--- src/rtl/ctg_pkg.sv ---
package ctg_pkg;

  localparam int CFG_W  = 20;
  localparam int XP_W   = 4;
  localparam int PREA_W = 4;
  localparam int RTP_W  = 3;
  localparam int FAW_W  = 4;

  typedef enum logic [2:0] {
    CMD_NOP   = 3'd0,
    CMD_ACT   = 3'd1,
    CMD_RD    = 3'd2,
    CMD_PRE   = 3'd3,
    CMD_PREA  = 3'd4,
    CMD_OTHER = 3'd5
  } cmd_e;

  typedef struct packed {
    logic [FAW_W-1:0]  faw;
    logic [RTP_W-1:0]  rtp;
    logic [PREA_W-1:0] prea;
    logic [XP_W-1:0]   xp_slow;
    logic [XP_W-1:0]   xp_fast;
  } timing_cfg_t;

  localparam timing_cfg_t CFG_RESET = '{
    faw: 4'd4, rtp: 3'd2, prea: 4'd0, xp_slow: 4'd6, xp_fast: 4'd2
  };

  // register image: faw[19:16], spare[15], rtp[14:12], prea[11:8], slow[7:4], fast[3:0]
  function automatic logic [CFG_W-1:0] pack_cfg(input timing_cfg_t c);
    return {c.faw, 1'b0, c.rtp, c.prea, c.xp_slow, c.xp_fast};
  endfunction

  function automatic timing_cfg_t unpack_cfg(input logic [CFG_W-1:0] d);
    timing_cfg_t c;
    c.faw     = d[19:16];
    c.rtp     = d[14:12];
    c.prea    = d[11:8];
    c.xp_slow = d[7:4];
    c.xp_fast = d[3:0];
    return c;
  endfunction

  // saturating increment used for activate ages
  function automatic logic [FAW_W:0] age_step(input logic [FAW_W:0] a);
    return (a == '1) ? a : a + 1'b1;
  endfunction

endpackage

--- src/rtl/ctg_param_reg.sv ---
module ctg_param_reg
  import ctg_pkg::*;
(
  input  logic             clk,
  input  logic             rst_n,
  input  logic             wr_en,
  input  logic             wr_protect,
  input  logic [CFG_W-1:0] wr_data,
  output timing_cfg_t      cfg,
  output logic [CFG_W-1:0] rd_data
);

  logic wr_accept;
  logic spare_bit;

  assign wr_accept = wr_en && !wr_protect;
  assign spare_bit = wr_data[15];

  always_ff @(posedge clk) begin
    if (!rst_n)         cfg <= CFG_RESET;
    else if (wr_accept) cfg <= unpack_cfg(wr_data);
  end

  assign rd_data = pack_cfg(cfg);

  p_protect_hold_r7: assert property (@(posedge clk) disable iff (!rst_n)
    (wr_en && wr_protect) |=> $stable(rd_data));

  p_spare_zero_r8: assert property (@(posedge clk) disable iff (!rst_n)
    (wr_accept && spare_bit) |=> (rd_data[15] == 1'b0));

endmodule

--- src/rtl/ctg_delay_timer.sv ---
module ctg_delay_timer #(
  parameter int W = 4
) (
  input  logic         clk,
  input  logic         rst_n,
  input  logic         load,
  input  logic [W-1:0] load_val,
  output logic         busy
);

  logic [W-1:0] cnt;

  always_ff @(posedge clk) begin
    if (!rst_n)           cnt <= '0;
    else if (load)        cnt <= load_val;
    else if (cnt != '0)   cnt <= cnt - 1'b1;
  end

  assign busy = (cnt != '0);

  p_timer_drains_r10: assert property (@(posedge clk) disable iff (!rst_n)
    (load && load_val == '0) |=> !busy);

endmodule

--- src/rtl/ctg_act_window.sv ---
module ctg_act_window
  import ctg_pkg::*;
#(
  parameter int LIMIT = 4
) (
  input  logic             clk,
  input  logic             rst_n,
  input  logic             enable,
  input  logic             act_fire,
  input  logic [FAW_W-1:0] window,
  output logic             allow
);

  localparam int AGE_W = FAW_W + 1;

  logic [AGE_W-1:0] age [LIMIT];
  logic [LIMIT-1:0] vld;
  logic [LIMIT-1:0] recent;
  logic [AGE_W-1:0] win_ext;

  assign win_ext = {1'b0, window};

  generate
    for (genvar i = 0; i < LIMIT; i++) begin : g_slot
      if (i == 0) begin : g_head
        always_ff @(posedge clk) begin
          if (!rst_n) begin
            age[i] <= '0;
            vld[i] <= 1'b0;
          end else if (act_fire) begin
            age[i] <= AGE_W'(1);
            vld[i] <= 1'b1;
          end else begin
            age[i] <= age_step(age[i]);
          end
        end
      end else begin : g_tail
        always_ff @(posedge clk) begin
          if (!rst_n) begin
            age[i] <= '0;
            vld[i] <= 1'b0;
          end else if (act_fire) begin
            age[i] <= age_step(age[i-1]);
            vld[i] <= vld[i-1];
          end else begin
            age[i] <= age_step(age[i]);
          end
        end
      end
      assign recent[i] = vld[i] && (age[i] < win_ext);
    end
  endgenerate

  assign allow = !enable || !vld[LIMIT-1] || (age[LIMIT-1] >= win_ext);

  p_act_window_r5: assert property (@(posedge clk) disable iff (!rst_n)
    (act_fire && enable) |-> ($countones(recent) < LIMIT));

endmodule

--- src/rtl/cmd_timing_guard.sv ---
module cmd_timing_guard
  import ctg_pkg::*;
#(
  parameter int ACT_LIMIT = 4
) (
  input  logic             clk,
  input  logic             rst_n,
  input  logic             req_valid,
  input  logic [2:0]       req_cmd,
  output logic             grant,
  input  logic             cke_rise,
  input  logic             cke_slow,
  input  logic             eight_bank,
  input  logic             cfg_we,
  input  logic             cfg_wp,
  input  logic [CFG_W-1:0] cfg_wdata,
  output logic [CFG_W-1:0] cfg_rdata
);

  timing_cfg_t cfg;
  cmd_e        cmd;
  logic        xp_busy, prea_busy, rtp_busy, faw_allow;
  logic        xp_block, cmd_ok;
  logic        act_fire, rd_fire, pre_fire, prea_fire;
  logic [XP_W-1:0] xp_load_val;

  assign cmd = cmd_e'(req_cmd);

  ctg_param_reg u_reg (
    .clk(clk), .rst_n(rst_n), .wr_en(cfg_we), .wr_protect(cfg_wp),
    .wr_data(cfg_wdata), .cfg(cfg), .rd_data(cfg_rdata)
  );

  assign xp_load_val = cke_slow ? cfg.xp_slow : cfg.xp_fast;

  ctg_delay_timer #(.W(XP_W)) u_xp (
    .clk(clk), .rst_n(rst_n), .load(cke_rise), .load_val(xp_load_val), .busy(xp_busy)
  );

  ctg_delay_timer #(.W(PREA_W)) u_prea (
    .clk(clk), .rst_n(rst_n), .load(prea_fire), .load_val(cfg.prea), .busy(prea_busy)
  );

  ctg_delay_timer #(.W(RTP_W)) u_rtp (
    .clk(clk), .rst_n(rst_n), .load(rd_fire), .load_val(cfg.rtp), .busy(rtp_busy)
  );

  ctg_act_window #(.LIMIT(ACT_LIMIT)) u_faw (
    .clk(clk), .rst_n(rst_n), .enable(eight_bank), .act_fire(act_fire),
    .window(cfg.faw), .allow(faw_allow)
  );

  // a read may not share the cycle of the exit event itself
  assign xp_block = xp_busy || cke_rise;

  always_comb begin
    unique case (cmd)
      CMD_ACT:  cmd_ok = !prea_busy && faw_allow;
      CMD_RD:   cmd_ok = !prea_busy && !xp_block;
      CMD_PRE:  cmd_ok = !prea_busy && !rtp_busy;
      CMD_PREA: cmd_ok = !prea_busy && !rtp_busy;
      default:  cmd_ok = !prea_busy;
    endcase
  end

  assign grant     = req_valid && cmd_ok;
  assign act_fire  = grant && (cmd == CMD_ACT);
  assign rd_fire   = grant && (cmd == CMD_RD);
  assign pre_fire  = grant && (cmd == CMD_PRE);
  assign prea_fire = grant && (cmd == CMD_PREA);

  p_exit_same_cycle_r1: assert property (@(posedge clk) disable iff (!rst_n)
    cke_rise |-> !rd_fire);

  p_fast_exit_r1: assert property (@(posedge clk) disable iff (!rst_n)
    (cke_rise && !cke_slow && cfg.xp_fast != '0) |=> !rd_fire);

  p_slow_exit_r2: assert property (@(posedge clk) disable iff (!rst_n)
    (cke_rise && cke_slow && cfg.xp_slow != '0) |=> !rd_fire);

  p_prea_quiet_r3: assert property (@(posedge clk) disable iff (!rst_n)
    (prea_fire && cfg.prea != '0) |=> !grant);

  p_rd_to_pre_r4: assert property (@(posedge clk) disable iff (!rst_n)
    (rd_fire && cfg.rtp != '0) |=> !(pre_fire || prea_fire));

  p_one_fire_r9: assert property (@(posedge clk) disable iff (!rst_n)
    $onehot0({act_fire, rd_fire, pre_fire, prea_fire}));

endmodule

--- config.mk ---
export PLATFORM = sky130hd
export DESIGN_NAME = cmd_timing_guard
export DESIGN_NICKNAME = d
export VERILOG_FILES = /design/src/rtl/ctg_pkg.sv /design/src/rtl/ctg_param_reg.sv /design/src/rtl/ctg_delay_timer.sv /design/src/rtl/ctg_act_window.sv /design/src/rtl/cmd_timing_guard.sv
export SDC_FILE = /design/constraint.sdc
export NUM_CORES = 1
export LEC_CHECK = 0
export ABC_AREA = 1
export BUFFER_PORTS_ARGS = -buffer_cell sky130_fd_sc_hd__buf_2
export CAP_MARGIN = 20
export CORE_MARGIN = 2
export CORE_UTILIZATION = 40
export DETAILED_ROUTE_END_ITERATION = 10
export GPL_TIMING_DRIVEN = 0
export HOLD_SLACK_MARGIN = 0.12
export SYNTH_ARGS = -nofsm -noshare
export SYNTH_HDL_FRONTEND = slang
export SYNTH_HIERARCHICAL = 1
export SYNTH_SLANG_ARGS = --single-unit
--- constraint.sdc ---
create_clock -name clk -period 7.73 [get_ports clk]
set_clock_uncertainty 0.2 [all_clocks]
set_input_delay 1.546 -clock clk [delete_from_list [all_inputs] [get_ports clk]]
set_output_delay 1.546 -clock clk [all_outputs]
set_load 0.005 [all_outputs]
# After elaboration in Yosys (flattened, before gate mapping)
# Memories as Yosys holds them, arrays and structs flattened.
# Index checks and enable logic that the tools add are counted.
[word_totals] register_bits=34 mem_bits_rw=20 input_bits=31 out_inout_bits=21 elab_cells=88 n_memories=1
[memory_table] memory="u_faw.age" words=4 word_bits=5 read_ports=4 rd_ports_with_merged_regs=0 write_ports=4 line="ctg_act_window.sv:16" text="logic [AGE_W-1:0] age [LIMIT];"
[classes] addsub=7 n_lt_le_gt_ge=1 n_eq_ne=8 n_mux=27 bitwise_logic=8 n_reduce_logical=24
[op_table] cell="$mux W5" n=12
[op_table] cell="$add A5 B1 Y5 const B" n=4
[op_table] cell="$eq A5 B5 Y1 const B" n=4
[op_table] cell="$mux W4" n=5
[op_table] cell="$logic_and A1 B1 Y1" n=8
[op_table] cell="$or A1 B1 Y1" n=8
[op_table] cell="$reduce_bool A4 Y1" n=2
[op_table] cell="$sub A4 B1 Y4 const B" n=2
[op_table] cell="$mux W1" n=7
[op_table] cell="$eq A3 B2 Y1 const B" n=2
[op_table] cell="$logic_not A1 Y1" n=6
[op_table] cell="$mux W3" n=2
[op_table] cell="$reduce_bool A2 Y1" n=3
[op_table] cell="$ge A5 B4 Y1" n=1
[op_table] cell="$eq A3 B1 Y1 const B" n=1
[op_table] cell="$eq A3 B3 Y1 const B" n=1
[op_table] cell="$logic_or A1 B1 Y1" n=3
[op_table] cell="$pmux W1 S3" n=1
[op_table] cell="$reduce_bool A3 Y1" n=1
[op_table] cell="$sub A3 B1 Y3 const B" n=1
[op_table] cell="$reduce_or A2 Y1" n=1

# Depth between registers and ports, before layout
[logic_depth] depth_word=12 mapped_depth=17 depth_no_buf=17

# Hierarchy
# The synthesis kept the hierarchy.
[modules_own_cells] mod="ctg_act_window" n_inst=1 cells_per_inst=189 area_each_um2=1508.9 seq_area_each_um2=680.7
[modules_own_cells] mod="ctg_param_reg" n_inst=1 cells_per_inst=136 area_each_um2=945.9 seq_area_each_um2=380.4
[modules_own_cells] mod="ctg_delay_timer (u_prea ...)" n_inst=2 cells_per_inst=41 area_each_um2=270.3 seq_area_each_um2=80.1
[modules_own_cells] mod="ctg_delay_timer (u_rtp)" n_inst=1 cells_per_inst=28 area_each_um2=196.4 seq_area_each_um2=60.1
[modules_own_cells] mod="cmd_timing_guard" n_inst=1 cells_per_inst=31 area_each_um2=172.7 seq_area_each_um2=0.0

# Least setup slack after synthesis
# Ideal clock, no wire load.
[synth_timing] path_kind="input -> output" startpoint="input eight_bank" endpoint="output grant" arrival_time_ns=2.073 required_time_ns=5.984 slack_ns=3.911 path_stages=9 path_buffers=0 cell_sequence="nand2_1 > inv_1 > nand4_1 > inv_1 > nand3_1 > nand3_1 > nand3_2 > nand2_2 > inv_1"
[synth_via] elab_chain_len=6
[synth_lines] item="start: declaration" line="cmd_timing_guard.sv:13" text="input logic eight_bank,"
[synth_lines] item="$logic_not A1 Y1" line="ctg_act_window.sv:54" text="assign allow = !enable || !vld[LIMIT-1] || (age[LIMIT-1] >= win_ext);"
[synth_lines] item="$logic_or A1 B1 Y1 (2 in series)" line="ctg_act_window.sv:54"
[synth_lines] item="net faw_allow" line="cmd_timing_guard.sv:22" text="logic xp_busy, prea_busy, rtp_busy, faw_allow;"
[synth_lines] item="$logic_and A1 B1 Y1" line="cmd_timing_guard.sv:58" text="CMD_ACT: cmd_ok = !prea_busy && faw_allow;"
[synth_lines] item="$pmux W1 S3" line="cmd_timing_guard.sv:57" text="unique case (cmd)"
[synth_lines] item="$logic_and A1 B1 Y1" line="cmd_timing_guard.sv:66" text="assign grant = req_valid && cmd_ok;"
[synth_lines] item="end: declaration" line="cmd_timing_guard.sv:10" text="output logic grant,"
# The timed path passes the listed nets, and every way through them passes these cells.

# Worst setup path in the final report
# Ends and elaborated chain as after synthesis.

==> results.yml <==
setup_path:
  cpMaxStageDelayCell: "nand2_2"
  r2r_cells: 16
  cpMostUsedCell: "inv_1"
  r2r_slack_ns: 4.91
  r2r_start: "u_faw/age[3][2]"
  cpLargestDelayFamily: "simple AND/OR/NAND/NOR gates"
  path_buf_inv: 5
  crit_path_max_fanout: 4
  path_cells: "buf_2 > nand2_1 > inv_1 > nand4_1 > inv_1 > nand3_1 > nand3_1 > nand3_2 > nand2_2 > inv_1 > buf_2"
  arrival_ns: 2.45
  crit_type: "input pin to primary output"
  required_ns: 5.98
  endpoint_kind: "primary output"
  slowest_delay_ns: 0.12
  r2r-end: "u_faw/age[3][2]"
  critical_path_depth: 11
  startpoint: "eight_bank"
  crit_path_start_kind: "input pin"
  cp-endpoint: "grant"
floorplanning:
  dieArea_mm2: 0.00916
  rows: 33
  io_pins: 52
  die_w_um: 95.7
  die_h_um: 95.7
  core_region_area_mm2: 0.00818
  initial_core_util_pct: 41.2
flow_run:
  cap_violations: 0
logic_synthesis:
  synth_edf_count: 20
  ys_seq_elements: 54
  syn-cell-area_mm2: 0.00336
  yosysSeqAreaShare_pct: 38.1
  syn_avg_cell_area_um2: 7.22
  yosysWarningCount: 6
  synth.distinct_cells: 30
  syn_inst: 466
  synth_top_flop_cell: "dfxtp_1"
  synthArstFlopShare_pct: 0
drt:
  detail-route-antenna-nets: 0
  vias_per_cell: 4.63
  wl_um: 6970
  drc: 0
  dr.first_iter.drc_count: 99
  wl_per_cell_um: 10.9
  vias: 2971
  drt_pre_antenna_iters: 4
sta:
  tns_ns: 0
  fin_crit_ns: 4.20
  rsz0062_at_grt: "no"
  drv_slew: 0
  setup_viol: 0
  hold_viol: 0
  setup_ws_ns: 3.53
  fmax_mhz: 238
  timing.final.crit_share_pct: 54.3
layout:
  fillers: 860
  final_util_pct: 47.6
  area_growth_pct: 15.5
  stdcell_count: 642
  layout-drive-gt1-share_pct: 21.2
  nets: 582
  layout_commonest_cell: "nand2_1"
  final_cell_mix: "nand2_1 (100), inv_1 (71), nand3_1 (60)"
  final_area_mm2: 0.00389
  n_antenna_cell: 0
cts:
  path_clk_slew_ns: 0.11
  cts_setup_buffers: 0
  cts_tree: "built"
  hold_buffers: 0
  clock-sinks: 54
  numCtsBuffers: 5
  cts_max_path_buffers: 2
  cts_root_buf: "clkbuf_8"
  clk_latency_ns: 0.31
  post_cts_resized: 0
  htree_levels: 2
power_and_ir_drop:
  seqPwrFrac_pct: 45.6
  power_density_mw_per_mm2: 207
  power_report.internal_total_w: 0.000515
  switching_power_w: 0.000288
  clkPwrFrac_pct: 20.6
  combPwrFrac_pct: 33.8
  leakagePower_nw: 2.03
  switching_share_pct: 35.8
  vdd_ir_drop_max_mv: 0.0871
grt:
  first_global_vias: 2810
  overflow: 0
  grt_pass1_wl_um: 11900
  antenna_found_initial: 0
  grtUsageMet3_pct: 3.37
  use_met2_pct: 29.7
  grt-busiest-layer: "met2"
  grt_start_max_net_pins: 19
  track_usage_pct: 16.5
  met1_usage_pct: 19.6
placement:
  gp_congestion: 0.838
  io_buffers: 49
  dp_cells: 634
  dpl_worst_slack_ns: 3.51
  dpl.hpwl_um: 5560
  placed_area_mm2: 0.00379
run_status:
  status: "finished, final reports clean"
min_path:
  hp-class: "register to register"
-- through the flow --
step / total power, W / hold WS, ns
detailed placement: 0.000643 / 0.254
global route: 0.000880 / 0.301
finish: 0.000803 / 0.266
CTS: 0.000814 / 0.273
floorplan: 0.000579 / 0.228
global placement: 0.000636 / 0.246
-- Yosys cell counts, types with 2 or more instances --
library cell | n | area share [%]
nand2_1 | 100 | 11
inv_1 | 71 | 7.9
nand3_1 | 60 | 8.9
nor2_1 | 55 | 6.1
dfxtp_1 | 34 | 20
buf_4 | 21 | 4.7
edfxtp_1 | 20 | 18
ha_1 | 15 | 5.6
o21ai_0 | 15 | 2.2
a21oi_1 | 11 | 1.6
nand4_1 | 11 | 2.0
inv_2 | 7 | 0.78
buf_2 | 6 | 0.89
nand2_2 | 6 | 1.1
nor2_4 | 6 | 2.0
mux2_1 | 4 | 1.3
nand3_2 | 4 | 1.2
a21boi_1 | 2 | 0.45
buf_6 | 2 | 0.67
conb_1 | 2 | 0.22
nor2_2 | 2 | 0.37
o22ai_1 | 2 | 0.37
or2_0 | 2 | 0.37
xnor2_1 | 2 | 0.52
-- how the worst min path moves through the flow --
stage / start / end / slack (ns) / depth (start not counted)
finish: u_faw/vld[0] / u_faw/vld[0] / 0.27 / 2
global route: u_faw/vld[2] / u_faw/vld[2] / 0.30 / 2
CTS: u_faw/vld[0] / u_faw/vld[0] / 0.27 / 2
detailed placement: u_faw/vld[0] / u_faw/vld[0] / 0.25 / 2
global placement: u_faw/vld[3] / u_faw/vld[3] / 0.25 / 2
floorplan: u_faw/vld[3] / u_faw/vld[3] / 0.23 / 2
-- layout make-up --
type / instances / area (um2) / share of cell area [%]
Clock inverter: 3 / 25.0 / 0.644
Tap cell: 105 / 131 / 3.38
Multi-Input combinational cell: 318 / 1630 / 41.9
Sequential cell: 54 / 1280 / 33.0
Timing Repair Buffer: 49 / 245 / 6.31
Clock buffer: 5 / 68.8 / 1.77
Inverter: 79 / 298 / 7.66
Buffer: 29 / 210 / 5.41
-- registers in the layout (all words and copies together), names as in the netlist --
register	flops
u_rtp/cnt	3
u_xp/cnt	4
u_faw/vld	4
u_faw/age	20
u_prea/cnt	4
u_reg/cfg	19
-- layer usage --
metal | routed length [um] | vias up
li1 | - | 1592
met1 | 3210 | 1321
met2 | 3390 | 50
met3 | 263 | 8
met4 | 101 | 0
met5 | 0 | -
-- power groups by stage --
stage | sequential (W) | combinational, W | clock, W
finish | 0.000366 | 0.000271 | 0.000166
detailed placement | 0.000373 | 0.000270 | 0
floorplan | 0.000365 | 0.000214 | 0
global placement | 0.000372 | 0.000264 | 0
global route | 0.000371 | 0.000323 | 0.000186
CTS | 0.000366 | 0.000273 | 0.000174
-- worst register-to-register path, cell delays in order (launching register included) --
cell and delay (ns):
edfxtp_1 0.47, ha_1 0.36, nand2_1 0.06, nor2_1 0.10, nand2_1 0.05, nand4_1 0.10, inv_1 0.06, nand3_1 0.07
nand3_1 0.08, nand3_2 0.07, nand2_2 0.09, nor2_1 0.28, inv_1 0.10, nand2_1 0.27, a21oi_1 0.07, o21ai_0 0.09
nand2_1 0.07
-- cell families after synthesis --
| kind of cell | after synthesis | share of synthesized area, % |
|---|---|---|
| compound gates | 33 | 5.43 |
| xor+xnor | 2 | 0.521 |
| fa+ha+maj | 15 | 5.58 |
| buf+inv | 108 | 15.1 |
| flops | 54 | 38.1 |
| mux | 4 | 1.34 |
| other cells | 2 | 0.223 |
| simple gates | 248 | 33.7 |
Note: power is estimated with default switching activity, not from simulation.
